File: config.mk
export PLATFORM = sky130hd
export DESIGN_NAME = gpio_irq_ctrl
export DESIGN_NICKNAME = d
export VERILOG_FILES = /design/src/rtl/gpio_pkg.sv /design/src/rtl/gpio_sync.sv /design/src/rtl/gpio_detect.sv /design/src/rtl/gpio_regs.sv /design/src/rtl/gpio_irq_ctrl.sv
export SDC_FILE = /design/constraint.sdc
export NUM_CORES = 1
export LEC_CHECK = 0
export BUFFER_PORTS_ARGS = -buffer_cell sky130_fd_sc_hd__buf_2
export CAP_MARGIN = 10
export CORE_ASPECT_RATIO = 0.5
export CORE_MARGIN = 2
export CORE_UTILIZATION = 61
export DETAILED_ROUTE_END_ITERATION = 7
export PLACE_DENSITY = 0.82
export SLEW_MARGIN = 5
export SYNTH_ARGS = -nofsm -noshare
export SYNTH_HDL_FRONTEND = slang
export SYNTH_HIERARCHICAL = 1
export SYNTH_SLANG_ARGS = --single-unit
File: constraint.sdc
create_clock -name clk -period 3.2 [get_ports clk]
set_input_delay 0.64 -clock clk [delete_from_list [all_inputs] [get_ports clk]]
set_output_delay 0.64 -clock clk [all_outputs]
set_load 0.02 [all_outputs]
File: src/rtl/gpio_pkg.sv
// Shared definitions for the pin controller: register word indices and
// trigger codes. Assumes word-indexed addressing (byte offset / 4).
package gpio_pkg;
    typedef enum logic [2:0] {
        RG_DATA    = 3'd0,
        RG_DIR     = 3'd1,
        RG_PAD     = 3'd2,
        RG_TRIG_LO = 3'd3,
        RG_TRIG_HI = 3'd4,
        RG_MASK    = 3'd5,
        RG_STAT    = 3'd6,
        RG_BOTH    = 3'd7
    } reg_sel_e;

    typedef enum logic [1:0] {
        TRG_LOW  = 2'd0,
        TRG_HIGH = 2'd1,
        TRG_RISE = 2'd2,
        TRG_FALL = 2'd3
    } trig_e;
endpackage

File: src/rtl/gpio_sync.sv
// Multi-stage synchroniser for a vector of asynchronous pad inputs.
// Assumes each bit is independent; no bus coherency is implied.
module gpio_sync #(
    parameter int unsigned WIDTH  = 32,
    parameter int unsigned STAGES = 2
) (
    input  logic             clk,
    input  logic             rst_n,
    input  logic [WIDTH-1:0] async_in,
    output logic [WIDTH-1:0] sync_out
);
    logic [WIDTH-1:0] chain [STAGES];

    // Shift pad values through the flop chain.
    always_ff @(posedge clk) begin
        if (!rst_n) begin
            for (int s = 0; s < STAGES; s++) chain[s] <= '0;
        end else begin
            chain[0] <= async_in;
            for (int s = 1; s < STAGES; s++) chain[s] <= chain[s-1];
        end
    end

    assign sync_out = chain[STAGES-1];
endmodule

File: src/rtl/gpio_detect.sv
// Per-pin event detector. Compares each synchronised level with its value
// one clock earlier and applies the pin's trigger code or both-edges override.
// Assumes trig_cfg packs pin p's code at bits [2p+1:2p].
module gpio_detect
    import gpio_pkg::*;
#(
    parameter int unsigned N_PINS = 32
) (
    input  logic                  clk,
    input  logic                  rst_n,
    input  logic [N_PINS-1:0]     level,
    input  logic [2*N_PINS-1:0]   trig_cfg,
    input  logic [N_PINS-1:0]     both_edges,
    output logic [N_PINS-1:0]     evt
);
    logic [N_PINS-1:0] prev_q;

    // Hold last cycle's synchronised level for edge comparison.
    always_ff @(posedge clk) begin
        if (!rst_n) prev_q <= '0;
        else        prev_q <= level;
    end

    for (genvar p = 0; p < N_PINS; p++) begin : g_pin
        trig_e code;
        assign code = trig_e'(trig_cfg[2*p +: 2]);

        // Decode this pin's event from its level, history and trigger code.
        always_comb begin
            if (both_edges[p]) begin
                evt[p] = level[p] ^ prev_q[p];
            end else begin
                unique case (code)
                    TRG_LOW:  evt[p] = ~level[p];
                    TRG_HIGH: evt[p] = level[p];
                    TRG_RISE: evt[p] = level[p] & ~prev_q[p];
                    default:  evt[p] = ~level[p] & prev_q[p];
                endcase
            end
        end

        a_r4_rise_only: assert property (@(posedge clk) disable iff (!rst_n)
            (evt[p] && !both_edges[p] && code == TRG_RISE) |-> (level[p] && !$past(level[p])));
        a_r4_fall_only: assert property (@(posedge clk) disable iff (!rst_n)
            (evt[p] && !both_edges[p] && code == TRG_FALL) |-> (!level[p] && $past(level[p])));
        a_r5_both_edge: assert property (@(posedge clk) disable iff (!rst_n)
            (evt[p] && both_edges[p]) |-> (level[p] != $past(level[p])));
    end
endmodule

File: src/rtl/gpio_regs.sv
// Register file: output latch, direction, trigger words, mask, both-edges
// and sticky write-one-to-clear status. Assumes REG_W >= N_PINS.
module gpio_regs
    import gpio_pkg::*;
#(
    parameter int unsigned N_PINS = 32,
    parameter int unsigned REG_W  = 32
) (
    input  logic                clk,
    input  logic                rst_n,
    input  logic                wr_en,
    input  logic [2:0]          sel,
    input  logic [REG_W-1:0]    wr_data,
    output logic [REG_W-1:0]    rd_data,
    input  logic [N_PINS-1:0]   pad_sync,
    input  logic [N_PINS-1:0]   evt,
    output logic [N_PINS-1:0]   data_q,
    output logic [N_PINS-1:0]   dir_q,
    output logic [2*N_PINS-1:0] trig_cfg,
    output logic [N_PINS-1:0]   mask_q,
    output logic [N_PINS-1:0]   stat_q,
    output logic [N_PINS-1:0]   both_q
);
    localparam int unsigned HALF   = N_PINS / 2;
    localparam int unsigned TRIG_W = 2 * HALF;

    logic [TRIG_W-1:0] trig_lo_q, trig_hi_q;
    logic [N_PINS-1:0] wr_pins, clr;

    assign wr_pins  = wr_data[N_PINS-1:0];
    assign trig_cfg = {trig_hi_q, trig_lo_q};
    assign clr      = (wr_en && sel == RG_STAT) ? wr_pins : '0;

    // Software-writable configuration registers.
    always_ff @(posedge clk) begin
        if (!rst_n) begin
            data_q    <= '0;
            dir_q     <= '0;
            trig_lo_q <= '0;
            trig_hi_q <= '0;
            mask_q    <= '0;
            both_q    <= '0;
        end else if (wr_en) begin
            unique case (reg_sel_e'(sel))
                RG_DATA:    data_q    <= wr_pins;
                RG_DIR:     dir_q     <= wr_pins;
                RG_TRIG_LO: trig_lo_q <= wr_data[TRIG_W-1:0];
                RG_TRIG_HI: trig_hi_q <= wr_data[TRIG_W-1:0];
                RG_MASK:    mask_q    <= wr_pins;
                RG_BOTH:    both_q    <= wr_pins;
                default:    ;
            endcase
        end
    end

    // Sticky status: clear by written ones, new events win over the clear.
    always_ff @(posedge clk) begin
        if (!rst_n) stat_q <= '0;
        else        stat_q <= (stat_q & ~clr) | evt;
    end

    // Read-back multiplexer.
    always_comb begin
        unique case (reg_sel_e'(sel))
            RG_DATA:    rd_data = REG_W'(data_q);
            RG_DIR:     rd_data = REG_W'(dir_q);
            RG_PAD:     rd_data = REG_W'(pad_sync);
            RG_TRIG_LO: rd_data = REG_W'(trig_lo_q);
            RG_TRIG_HI: rd_data = REG_W'(trig_hi_q);
            RG_MASK:    rd_data = REG_W'(mask_q);
            RG_STAT:    rd_data = REG_W'(stat_q);
            default:    rd_data = REG_W'(both_q);
        endcase
    end

    a_r6_set_needs_event: assert property (@(posedge clk) disable iff (!rst_n)
        ((stat_q & ~$past(stat_q) & ~$past(evt)) == '0));
    a_r6_sticky_hold: assert property (@(posedge clk) disable iff (!rst_n)
        ((~stat_q & $past(stat_q & ~clr)) == '0));
    a_r6_w1c_clears: assert property (@(posedge clk) disable iff (!rst_n)
        (wr_en && sel == RG_STAT) |=> ((stat_q & $past(wr_pins & ~evt)) == '0));
    a_r1_dir_write: assert property (@(posedge clk) disable iff (!rst_n)
        (wr_en && sel == RG_DIR) |=> (dir_q == $past(wr_pins)));
endmodule

File: src/rtl/gpio_irq_ctrl.sv
// Top of the pin controller. Handles the valid/ready register port,
// instantiates synchroniser, detectors and registers, and forms the two
// half-bank interrupt lines. Assumes N_PINS is even and fits in REG_W.
module gpio_irq_ctrl
    import gpio_pkg::*;
#(
    parameter int unsigned N_PINS      = 32,
    parameter int unsigned REG_W       = 32,
    parameter int unsigned SYNC_STAGES = 2
) (
    input  logic              clk,
    input  logic              rst_n,
    input  logic              bus_valid,
    input  logic              bus_write,
    input  logic [2:0]        bus_addr,
    input  logic [REG_W-1:0]  bus_wdata,
    output logic              bus_ready,
    output logic [REG_W-1:0]  bus_rdata,
    input  logic [N_PINS-1:0] pad_in,
    output logic [N_PINS-1:0] pad_out,
    output logic [N_PINS-1:0] pad_oe,
    output logic              irq_lo,
    output logic              irq_hi
);
    localparam int unsigned HALF = N_PINS / 2;

    logic                  ready_q;
    logic                  wr_en;
    logic [REG_W-1:0]      rd_data;
    logic [N_PINS-1:0]     pad_sync, evt, mask_q, stat_q, both_q, pending;
    logic [2*N_PINS-1:0]   trig_cfg;

    // Acknowledge each request with a single-cycle ready pulse.
    always_ff @(posedge clk) begin
        if (!rst_n) ready_q <= 1'b0;
        else        ready_q <= bus_valid && !ready_q;
    end

    assign bus_ready = ready_q;
    assign wr_en     = bus_valid && ready_q && bus_write;
    assign bus_rdata = ready_q ? rd_data : '0;

    gpio_sync #(.WIDTH(N_PINS), .STAGES(SYNC_STAGES)) u_sync (
        .clk      (clk),
        .rst_n    (rst_n),
        .async_in (pad_in),
        .sync_out (pad_sync)
    );

    gpio_detect #(.N_PINS(N_PINS)) u_detect (
        .clk        (clk),
        .rst_n      (rst_n),
        .level      (pad_sync),
        .trig_cfg   (trig_cfg),
        .both_edges (both_q),
        .evt        (evt)
    );

    gpio_regs #(.N_PINS(N_PINS), .REG_W(REG_W)) u_regs (
        .clk      (clk),
        .rst_n    (rst_n),
        .wr_en    (wr_en),
        .sel      (bus_addr),
        .wr_data  (bus_wdata),
        .rd_data  (rd_data),
        .pad_sync (pad_sync),
        .evt      (evt),
        .data_q   (pad_out),
        .dir_q    (pad_oe),
        .trig_cfg (trig_cfg),
        .mask_q   (mask_q),
        .stat_q   (stat_q),
        .both_q   (both_q)
    );

    // Gate status with the mask and reduce each half to its line.
    assign pending = stat_q & mask_q;
    assign irq_lo  = |pending[HALF-1:0];
    assign irq_hi  = |pending[N_PINS-1:HALF];

    a_r2_ready_pulse: assert property (@(posedge clk) disable iff (!rst_n)
        bus_ready |=> !bus_ready);
    a_r2_ready_cause: assert property (@(posedge clk) disable iff (!rst_n)
        $rose(bus_ready) |-> $past(bus_valid));
    a_r7_lo_gated: assert property (@(posedge clk) disable iff (!rst_n)
        (mask_q[HALF-1:0] == '0) |-> !irq_lo);
    a_r7_hi_gated: assert property (@(posedge clk) disable iff (!rst_n)
        (mask_q[N_PINS-1:HALF] == '0) |-> !irq_hi);
endmodule

## After elaboration in Yosys (flattened, before gate mapping)

Memories as Yosys holds them, arrays and structs flattened.
Cells that the tools add are included.

| storage, ports and cells | value |
|---|---|
| memories | 1 |
| output and inout port bits | 99 |
| bits in registers | 257 |
| memory bits (writable) | 64 |

Memories:

| name | depth | bits a word | read ports | clocked after Yosys merged registers in | wr ports | RTL line | RTL |
|---|---|---|---|---|---|---|---|
| u_sync.chain | 2 | 32 | 2 | 0 | 2 | gpio_sync.sv:12 | `logic [WIDTH-1:0] chain [STAGES];` |

| cells by class | value |
|---|---|
| mux-type cells | 71 |
| reduce and logical (&&, ||, !) cells | 46 |
| bitwise logic cells | 166 |
| equality and inequality tests | 71 |

Operators with widths:

| kind | count |
|---|---|
| one-hot mux 32 bit (7 select lines) | 1 |
| 2-to-1 mux 32 bit | 4 |
| one-hot mux 1 bit (3 select lines) | 32 |
| AND 1 bit | 64 |
| AND 32 bit | 2 |
| equality test 2 x 1 -> 1 bit (second input constant) | 32 |
| equality test 2 bit (second input constant) | 32 |
| zero test 2 bit | 32 |
| inverter 1 bit | 64 |
| 2-to-1 mux 1 bit | 34 |
| inverter 32 bit | 1 |
| OR 32 bit | 1 |
| OR reduction 16 bit | 2 |
| XOR 1 bit | 32 |
| equality test 3 bit (second input constant) | 4 |
| AND reduction 2 bit | 6 |
| equality test 3 x 2 -> 1 bit (second input constant) | 2 |
| logical AND 1 bit | 4 |
| equality test 3 x 1 -> 1 bit (second input constant) | 1 |
| zero test 3 bit | 1 |
| OR 1 bit | 2 |
| zero test 1 bit | 1 |

## Longest topological paths before layout

Gate-level depths: netlist of the first run.

| logic depth | value |
|---|---|
| word-level depth | 7 |
| mapped depth | 7 |

## Cells and area by module

The synthesis of the first run kept the hierarchy.

By module, submodules not included:

| module | sequential area each (µm²) | area each (µm²) | instances | cells an instance |
|---|---|---|---|---|
| gpio_regs | 4484.3 | 10834.1 | 1 | 1265 |
| gpio_detect | 640.6 | 3338.2 | 1 | 387 |
| gpio_sync | 1281.2 | 2031.9 | 1 | 166 |
| gpio_irq_ctrl | 20.0 | 450.4 | 1 | 57 |

## Worst setup path before layout of the first run

No wires, ideal clock.

| timing path | value |
|---|---|
| path kind | input to output |
| from | input port bus_addr[0] |
| to | output port bus_rdata[14] |
| arrival time | 1.740 ns |
| buffers on the path | 3 |
| stages on the path | 7 |
| required time | 2.560 ns |
| slack | 0.820 ns |
| cells stage by stage | buf_6 -> and2_1 -> buf_6 -> buf_6 -> a221oi_1 -> o22ai_1 -> and2_1 |

| between the ends | value |
|---|---|
| longest elaborated chain between the ends | 3 |
| elaborated cells between the ends (all ways) | 9 |
| classes of those cells | eq/ne: 6; mux: 2; reduce/logical: 1 |

RTL lines:

| item | RTL line | RTL |
|---|---|---|
| start, declared | gpio_irq_ctrl.sv:15 | `input logic [2:0] bus_addr,` |
| equality test 3 bit, or another cell as far along | gpio_regs.sv:64 | `unique case (reg_sel_e'(sel))` |
| one-hot mux 32 bit (7 select lines) * | gpio_regs.sv:64 |  |
| via rd_data[14] | gpio_irq_ctrl.sv:29 | `logic [REG_W-1:0] rd_data;` |
| 2-to-1 mux 32 bit * | gpio_irq_ctrl.sv:41 | `assign bus_rdata = ready_q ? rd_data : '0;` |
| end, declared | gpio_irq_ctrl.sv:18 | `output logic [REG_W-1:0] bus_rdata,` |

The timed path passes the listed nets; every way through them passes the cells marked *.

## Worst setup path in the final report of the first run

| timing path | value |
|---|---|
| from | input port bus_addr[1] |
| to | output port bus_rdata[5] |

The elaborated chain is that of the path after synthesis.

==> results by group, run 1 <==
Timing
  • Setup ws final: 0.0626 ns
  • Fmax: approximately 320 MHz
  • Worst clock skew: 0.0183 ns
  • Final Hold Vio Count: 0
  • Worst slew pin tran: 0.779 ns
  • Slew headroom: 0.480
  • Endpoints failing setup: 0
  • Final hold slack: between 0.2 and 0.3 ns
  • Setup TNS: 0 ns
  • Period minus WS final: 3.14 ns
  • Final period util: 0.980
  • Max-slew violations: 0
  • RSZ-0062 raised after global routing: false

Worst setup path
  • Reg2Reg Depth: 5
  • R2R Path End: u_regs/data_q[13]
  • CP dominant cell by count: buf_4
  • CP required: between 2 and 3 ns
  • Type of origin of the critical path: primary input
  • Crit Path Max Fanout: 30
  • Reg2reg setup slack: 1.05 ns
  • Cell breakdown of the critical path: buf_4 -> buf_4 -> nor3b_2 -> a22o_1 -> o32a_1 -> and2_1 -> buf_2
  • Critical Path Sink Type: output port
  • Arr. time, crit path: about 2.5 ns
  • Crit Path Category: in2out
  • Crit path largest cell delay: 0.65 ns
  • CP max-delay cell: nor3b_2
  • RR Startpoint: bus_ready

Synthesis
  • Yosys reg bits: 321
  • EDFF count, synth: 0
  • YS warnings: 6
  • Ys flop type: dfxtp_1
  • Synth Instances: 1875
  • Post-synth cell types: between 50 and 60
  • Syn Nets: 2010
  • Seq/Total Area, Yosys: 0.386
  • Async S/R FF share, synth: 0
  • Syn Area/Cell: 8.88 sq um
  • Post-Synthesis Cell Area: 16700 sq um

Routing
  • DRT Pass-1 Iters: 6
  • Via count: 14500
  • DRC violations left: 0
  • WL per Instance: 21.7 um
  • Routed vias/inst: 6.22
  • Final WL: 50700 um
  • DRT antenna net count: 0
  • Iter 0 DRT Violations: 2104

Floorplan
  • Die W: 238 um
  • Die Ht: ~120 um
  • Die area: 28700 sq um
  • Starting Density: 0.625
  • # rows: between 40 and 50
  • # IOs: 170
  • Core footprint: 26600 sq um

CTS
  • Cts hold-fix bufs: 0
  • CTS Root Buffer Type: clkbuf_16
  • PostCTS Resize Cnt: 0
  • Worst skew pair latency: approximately 0.57 ns
  • Sink Count: 321
  • Clk buf depth: 3
  • H-tree Lvls: 1
  • TritonCTS clock tree: done
  • CTS Buf Count: 28
  • Clock Pin Slew Worst Setup and Hold Paths: ~0.070 ns
  • Postcts setup bufs: 0

Cells and area
  • Commonest non-fill, non-tap cells in the layout: nand2_1, dfxtp_1, buf_2, a21boi_1, inv_1
  • Commonest non-fill, non-tap cell in the layout: nand2_1
  • NumNets Final: 2099
  • Share of post-route cells with drive strength above 1: 0.228
  • Area growth from synthesis to layout: 10.4%
  • Final core utilization: 0.690
  • Filler Cells Inserted: 2022
  • Diode count: 0

Pwr
  • Pwr dens: 469 nW/um^2
  • Power Total: 8.63 mW
  • Leak Pwr: 7.01 nW
  • Max VDD drop: 0.382 mV

GRT
  • Number of global-route vias before repair: 13600
  • Largest net degree at the start of global routing: 97
  • Initial antenna violation count: 0
  • GRT Util Overall: 0.345
  • Global-route wire length before repair: 76700 um
  • Total grt overflow: 0

Placed design
  • Detail Placement HPWL: roughly 35000 um
  • Port Buffers: between 150 and 200
  • DP Worst Slack: ~0.17 ns
  • GPL Wtd Cong: 0.973

Run
  • Max Cap Viol: 0

Hold path
  • Hold path cells: 2
  • Hold endpoint: u_sync/chain[0][8]
  • Hold wc startpoint: pad_in[8]
  • Worst Hold Class: in2reg

Outcome
  • Outcome: completed
## worst max-delay path by stage
stage	start	slack [ns]	end	cells after the start
after CTS	bus_addr[1]	0.16	bus_rdata[21]	7
after detailed placement	bus_addr[1]	0.17	bus_rdata[21]	7
after global routing	bus_addr[1]	0.03	bus_rdata[5]	7
final	bus_addr[1]	0.06	bus_rdata[5]	7
after floorplan	bus_addr[0]	0.82	bus_rdata[14]	7
after global placement	bus_addr[1]	0.18	bus_rdata[5]	7
## through the flow
stage | area (sq um) | std cells
finish | 18400 | 2337
global route | 18400 | 2337
CTS | 18400 | 2337
detailed placement | 17400 | 2286
global placement | 17400 | 2286
floorplan | 16700 | 1875
## final cells by class
class	instances	area [sq um]	share of cell area
clock inverter	15	209	0.0114
multi-input combinational	1271	8750	0.476
timing repair buffer	222	1330	0.0724
tap	352	440	0.0240
sequential	321	6430	0.350
inverter	120	450	0.0245
clock buffer	36	772	0.0420
## cells by family (layout without fill, tap and decap cells)
kind of cell,Yosys count,in the layout,share of synthesized area
adders and majority gates,64,64,0.0481
muxes,44,44,0.0293
AOI/OAI and AO/OA,490,490,0.243
xor gates and xnor gates,32,32,0.0168
DFF,321,321,0.386
and+or+nand+nor,641,641,0.187
buffers and inverters,283,393,0.0902
## cell usage after synthesis, types with 27 or more instances
cell type | count | area (sq um)
nand2_1 | 414 | 1550
dfxtp_1 | 321 | 6430
a21boi_1 | 150 | 1130
inv_1 | 120 | 450
a221oi_1 | 67 | 587
and2_1 | 66 | 413
and2_2 | 64 | 480
ha_1 | 64 | 801
a21oi_1 | 55 | 275
buf_4 | 49 | 368
buf_2 | 40 | 200
clkbuf_1 | 38 | 143
a22oi_2 | 32 | 400
mux2_1 | 32 | 360
o21a_1 | 32 | 240
xnor2_1 | 32 | 280
a21boi_2 | 30 | 338
nand2_2 | 30 | 188
a21boi_0 | 27 | 203
## registers in the layout, summed over array words and instances, names as in the netlist
signal	count
u_regs/trig_lo_q	32
bus_ready	1
u_regs/dir_q	32
u_regs/trig_hi_q	32
u_detect/prev_q	32
u_regs/stat_q	32
u_regs/mask_q	32
u_sync/chain	64
u_regs/data_q	32
u_regs/both_q	32
## power by group
group,total [mW],switching (mW),internal [mW]
clock network,3.70,1.58,2.11
registers,4.16,0.0807,4.08
logic,0.772,0.447,0.325
## routing by layer
metal  up-vias  track usage  part of all wire
li1       6511            -                 -
met1      6824        0.462              0.40
met2       977        0.533              0.42
met3       226       0.0886              0.13
met4         0        0.136             0.045
met5         -            0                 0
## critical path: cells and delay by family
family                 cells  cell delay (ns)
buffers and inverters      3             0.57
AND/OR/NAND/NOR            2             0.79
AO/OA/AOI/OAI              2             0.50
Note: power is estimated with default switching activity, not from simulation.
==> run 2, diff against run 1 <==
- CORE_UTILIZATION: 61 -> 60
- GPL_TIMING_DRIVEN: unset -> 0
- PLACE_DENSITY: 0.82 -> 0.81
- SLEW_MARGIN: 5 -> 20
- clock period: 3.2 -> 2.9 ns (I/O delays scaled with it)
==> run 2 against run 1 <==
Against the previous run:
- the flow now finishes with violations (negative setup slack)
- register-to-register slack lost 0.49 ns
- via count increased by 6.5%
- hold slack lost 0.068 ns
- setup slack worse by 0.098 ns
- cell area rose by 4.2%
- sequential power is 9.9% higher
- wire length grew 23%
- clock power grew 17%
- critical endpoint is now bus_rdata[19]
- highest routed layer unchanged
==> results by group, run 2 (synthesized netlist as in run 1, its figures left out) <==
Outcome
  • Outcome: finished, violations left
  • Failing checks: negative setup slack

Run
  • Max Cap Viol: 0 (unchanged)

Cells and area
  • Area growth from synthesis to layout: 14.9%
  • Commonest non-fill, non-tap cells in the layout: nand2_1, dfxtp_1, buf_2, a21boi_1, inv_1
  • Area of the multi-input gates: 8770 sq um (+0.20%)
  • NumNets Final: 2211 (+5.3%)
  • Reg area: 6430 sq um (unchanged)
  • Non-filler cells, final: 2478 (+6.0%)
  • Final core utilization: 0.696 (+0.00649)
  • Final instance area: 19100 sq um (+4.2%)
  • Filler Cells Inserted: 2235 (+11%)
  • Commonest non-fill, non-tap cell in the layout: nand2_1
  • Max reg flops: 64 (unchanged)
  • Share of post-route cells with drive strength above 1: 0.253 (+0.0248)
  • Largest Register: u_sync/chain

Pwr
  • Internal Power: 7.48 mW (+15%)
  • Gate power share: 0.106 (+0.016)
  • Switching share of power: 0.249 (+0.00376)
  • Max VDD drop: 0.432 mV (+13%)
  • Power Total: 9.95 mW (+15%)
  • Power share of the sequential group: 0.459 (-0.023)
  • P_sw: 2.47 mW (+17%)
  • Pwr dens: 520 nW/um^2 (+11%)
  • Leak Pwr: 7.46 nW (+6.4%)
  • Clk network pwr share: 0.435 (+0.007)

CTS
  • H-tree Lvls: 1 (unchanged)
  • CTS Buf Count: 28 (unchanged)
  • Clock Pin Slew Worst Setup and Hold Paths: 0.07 ns (about the same)
  • Cts hold-fix bufs: 0 (unchanged)
  • Sink Count: 321 (unchanged)
  • CTS Root Buffer Type: clkbuf_16
  • TritonCTS clock tree: done
  • Worst skew pair latency: 0.57 ns (about the same)
  • Clk buf depth: 3 (unchanged)

Floorplan
  • Die W: 240 um (+0.81%)
  • Starting Density: 0.606 (-0.0193)
  • # rows: 43 (+2.4%)
  • Core footprint: 27500 sq um (+3.2%)
  • Die area: 29200 sq um (+1.6%)
  • Die Ht: 122 um (+0.80%)
  • # IOs: 170 (unchanged)

Routing
  • DRT Pass-1 Iters: 5 (-1)
  • Via count: 15500 (+6.5%)
  • Iter 0 DRT Violations: 2089 (-0.71%)
  • DRC violations left: 0 (unchanged)
  • Routed vias/inst: 6.25 (+0.42%)
  • WL per Instance: 25.1 um (+16%)
  • Final WL: 62300 um (+23%)
  • DRT antenna net count: 0 (unchanged)

Timing
  • Slew headroom: 0.364 (-0.116)
  • Final Hold Vio Count: 0 (unchanged)
  • Fmax: 341 MHz
  • Max-slew violations: 0 (unchanged)
  • Final period util: 1.01
  • Period minus WS final: 2.93 ns
  • Worst slew pin tran: 0.954 ns (+0.175 ns)
  • Worst clock skew: 0.0138 ns (-0.00455 ns)
  • Final hold slack: 0.218 ns (-0.0678 ns)
  • Endpoints failing setup: 2 (+2)
  • Setup ws final: -0.0350 ns (-0.0976 ns)

GRT
  • GRT Util Overall: 0.421 (+0.0765)
  • Global-route wire length before repair: 90000 um (+17%)
  • Initial antenna violation count: 1 (+1)
  • Largest net degree at the start of global routing: 18 (-81%)
  • Total grt overflow: 0 (unchanged)
  • Number of global-route vias before repair: 14300 (+5.7%)

Worst setup path
  • Arr. time, crit path: 2.35 ns (-0.15 ns)
  • Crit Path Category: in2out
  • Reg2reg setup slack: 0.56 ns (-0.49 ns)
  • Crit path largest cell delay: 0.37 ns (-0.28 ns)
  • Crit Path Max Fanout: 10 (-67%)
  • Critical Path Sink Type: output port
  • CP max-delay cell: nor2b_2
  • CP required: 2.32 ns (-0.24 ns)
  • Type of origin of the critical path: primary input
  • CP dominant cell by count: buf_2
  • Cell breakdown of the critical path: buf_2 -> buf_6 -> nor2b_2 -> buf_4 -> a221oi_1 -> o22ai_1 -> and2_1 -> buf_2

Placed design
  • Port Buffers: 169 (unchanged)
  • GPL Wtd Cong: 1.04 (+6.6%)
  • Inst Count DP: 2426 (+6.1%)
  • Placed Area: 18000 sq um (+3.3%)
  • Detail Placement HPWL: 45800 um (+31%)

Hold path
  • Worst Hold Class: in2reg
## run 2: timing repair
action                                  in CTS  in global routing
endpoints found under the setup margin      18                 21
buffers inserted                             0                  2
gates resized for setup                     14                 16
pin swaps                                    0                  1
## run 2: final cells by class
type	count	share of cell area
multi-input cells	1271	0.458
flip-flops and latches	321	0.336
plain buffers	163	0.0571
repair buffers	171	0.0463
clock buffers	38	0.0423
well taps	382	0.0250
inverters	120	0.0235
clock inverters	11	0.0120
diodes	1	0.000131
## run 2: per-stage QoR
| stage | setup slack, ns | TNS (ns) |
|---|---|---|
| global route | -0.00148 | -0.00148 |
| floorplan | 0.640 | 0 |
| finish | -0.0350 | -0.0664 |
| CTS | 0.00206 | 0 |
| global placement | -0.433 | -3.80 |
| detailed placement | -0.424 | -3.95 |
## run 2: worst paths after layout
check	from	endpoint	cells after the start
hold reg to reg	u_sync/chain[0][7]	u_sync/chain[0][39]	1
hold / removal	pad_in[27]	u_sync/chain[0][27]	2
setup / recovery	bus_addr[0]	bus_rdata[19]	8
setup reg to reg	bus_ready	u_regs/mask_q[3]	6
## run 2: per-layer routing
metal	part of all wire	wire (um)	global-route usage	vias up
li1	-	-	-	6735
met2	0.42	25900	0.633	1116
met3	0.14	8790	0.116	230
met4	0.052	3210	0.196	0
met1	0.39	24400	0.564	7399
met5	0	0	0	-
## run 2: power groups by stage
stage	registers, mW	logic [mW]	clock network, mW
final	4.57	1.05	4.33
after detailed placement	4.66	0.983	0
after global placement	4.66	0.969	0
after floorplan	4.64	0.597	0
after CTS	4.56	0.995	4.33
after global routing	4.57	1.09	4.53
## run 2: critical path: cells and delay by family
kind,cells,cell delay (ns)
and+or+nand+nor,2,0.55
AOI/OAI and AO/OA,2,0.41
buffers and inverters,4,0.81
==> run 3, diff against run 2 <==
- CORE_UTILIZATION: 60 -> 54
- PLACE_DENSITY: 0.81 -> 0.77
- clock period: 2.9 -> 2.47 ns (I/O delays scaled with it)
==> run 3 against run 2 <==
Against the previous run:
- the flow still finishes with violations (negative setup slack)
- sequential cell count unchanged
- clock power increased by 12%
- critical endpoint is now bus_rdata[13]
- cell count increased by 1.6%
- via count increased by 0.54%
==> results by group, run 3 (synthesized netlist as in run 1, its figures left out) <==
CTS
  • Sink Count: 321 (unchanged)
  • CTS Root Buffer Type: clkbuf_16
  • CTS Buf Count: 29 (+3.6%)
  • Worst skew pair latency: 0.59 ns (+0.02 ns)
  • Clk buf depth: 3 (unchanged)
  • H-tree Lvls: 1 (unchanged)
  • Clock Pin Slew Worst Setup and Hold Paths: 0.07 ns (about the same)
  • TritonCTS clock tree: done
  • Cts hold-fix bufs: 0 (unchanged)

GRT
  • Largest net degree at the start of global routing: 18 (unchanged)
  • Initial antenna violation count: 2 (+1)
  • Number of global-route vias before repair: 14300 (-0.38%)
  • Total grt overflow: 0 (unchanged)
  • Global-route wire length before repair: 91800 um (+2.1%)
  • GRT Util Overall: 0.386 (-0.0347)

Routing
  • DRT antenna net count: 0 (unchanged)
  • Final WL: 64300 um (+3.2%)
  • WL per Instance: 25.5 um (+1.6%)
  • Via count: 15600 (+0.54%)
  • Routed vias/inst: 6.18 (-1.0%)
  • Iter 0 DRT Violations: 2121 (+1.5%)
  • DRC violations left: 0 (unchanged)
  • DRT Pass-1 Iters: 8 (+3)

Outcome
  • Failing checks: negative setup slack
  • Outcome: finished, violations left

Placed design
  • Port Buffers: 169 (unchanged)
  • GPL Wtd Cong: 1.01 (-2.7%)
  • Placed Area: 18000 sq um (+0.12%)
  • Detail Placement HPWL: 46400 um (+1.4%)

Cells and area
  • Commonest non-fill, non-tap cell in the layout: nand2_1
  • Final core utilization: 0.667 (-0.0295)
  • Filler Cells Inserted: 2487 (+11%)
  • Share of post-route cells with drive strength above 1: 0.308 (+0.0549)
  • Largest Register: u_sync/chain
  • NumNets Final: 2231 (+0.90%)
  • Max reg flops: 64 (unchanged)
  • Commonest non-fill, non-tap cells in the layout: nand2_1, dfxtp_1, buf_2, a21boi_1, inv_1
  • Diode count: 0 (-1)
  • Area of the multi-input gates: 9340 sq um (+6.5%)
  • Area growth from synthesis to layout: 21.5%
  • Final instance area: 20200 sq um (+5.7%)
  • Reg area: 6450 sq um (+0.31%)

Floorplan
  • Core footprint: 30300 sq um (+10%)
  • # IOs: 170 (unchanged)
  • # rows: 45 (+4.7%)
  • Die area: 32300 sq um (+11%)
  • Die Ht: 128 um (+5.2%)
  • Starting Density: 0.549 (-0.0570)
  • Die W: 252 um (+5.3%)

Timing
  • Setup TNS: -0.0809 ns (-0.0145 ns)
  • Final Hold Vio Count: 0 (unchanged)
  • Endpoints failing setup: 7 (+5)
  • Worst clock skew: 0.0136 ns (-0.000224 ns)
  • Setup ws final: -0.0375 ns (-0.00247 ns)
  • Worst slew pin tran: 0.964 ns (+0.0104 ns)
  • Period minus WS final: 2.51 ns
  • Final hold slack: 0.127 ns (-0.0907 ns)
  • Fmax: roughly 400 MHz
  • Max-slew violations: 0 (unchanged)
  • RSZ-0062 raised after global routing: true
  • Final period util: 1.02
  • Slew headroom: 0.357 (-0.00693)

Worst setup path
  • Crit Path Max Fanout: 10 (unchanged)
  • Cell breakdown of the critical path: buf_12 -> buf_12 -> buf_12 -> buf_12 -> nand3_4 -> nor2_1 -> a31oi_1 -> and2_1 -> buf_2
  • Type of origin of the critical path: primary input
  • CP delay by family, top: buffers and inverters
  • Arr. time, crit path: 2.01 ns (-0.34 ns)
  • Critical Path Sink Type: output port
  • CP dominant cell by count: buf_12
  • Crit Path Category: in2out
  • CP max-delay cell: nor2_1
  • Crit path largest cell delay: 0.25 ns (-0.12 ns)
  • CP required: 1.98 ns (-0.34 ns)
  • WP buf/inv: 5 (+1)

Pwr
  • Power Total: 11.7 mW (+17%)
  • Pwr dens: 576 nW/um^2 (+11%)
  • Max VDD drop: 0.507 mV (+17%)
  • Leak Pwr: 7.90 nW (+6.0%)

Hold path
  • Worst Hold Class: in2reg

Run
  • Max Cap Viol: 0 (unchanged)
==> run 3: cell type report <==
cell class,instances,share of cell area
Inverter,120,0.0223
Timing Repair Buffer,193,0.0632
Clock buffer,37,0.0398
Clock inverter,16,0.00915
Multi-Input combinational cell,1271,0.462
Tap cell,399,0.0247
Sequential cell,321,0.319
Buffer,160,0.0608
==> run 3: where the power goes <==
group	total [mW]	internal, mW	switching (mW)
logic	1.43	0.600	0.827
clock network	4.87	2.72	2.15
registers	5.36	5.28	0.0803
==> run 3: per-stage QoR <==
stage / setup WS [ns] / cells
6_report: -0.0375 / 2517
4_1_cts: 0.000814 / 2513
3_5_place_dp: -0.694 / 2443
3_3_place_gp: -0.717 / 2443
2_1_floorplan: 0.382 / 1875
5_1_grt: -0.0361 / 2517
==> run 3: repair_timing <==
action / in CTS / in global routing
buffers inserted: 12 / 5
pin swaps: 38 / 19
gates cloned: 5 / 2
resized for setup: 138 / 94
setup endpoints to repair: 32 / 32
==> run 3: layer usage <==
metal  vias to the layer above  global-route usage  part of all wire
li1                       6779                   -                 -
met4                         0               0.194             0.053
met3                       223              0.0922              0.13
met1                      7496               0.523              0.40
met5                         -                   0                 0
met2                      1065               0.578              0.42
==> run 3: final timing paths <==
kind                            cells past startpoint                   end                 from  slack, ns
worst min-delay path                                2   u_sync/chain[0][30]           pad_in[30]       0.13
worst min register to register                      1   u_sync/chain[0][62]  u_sync/chain[0][30]       0.44
worst max-delay path                                9         bus_rdata[13]          bus_addr[1]      -0.04
worst max register to register                      7  u_regs/trig_hi_q[23]            bus_ready       0.17
==> run 3: worst register-to-register path: cells and delay by family, from the launching register on <==
kind                   cells  cell delay, ns
AO/OA/AOI/OAI              1            0.19
flip-flops                 1            0.47
buffers and inverters      3            0.88
AND/OR/NAND/NOR            3            0.69
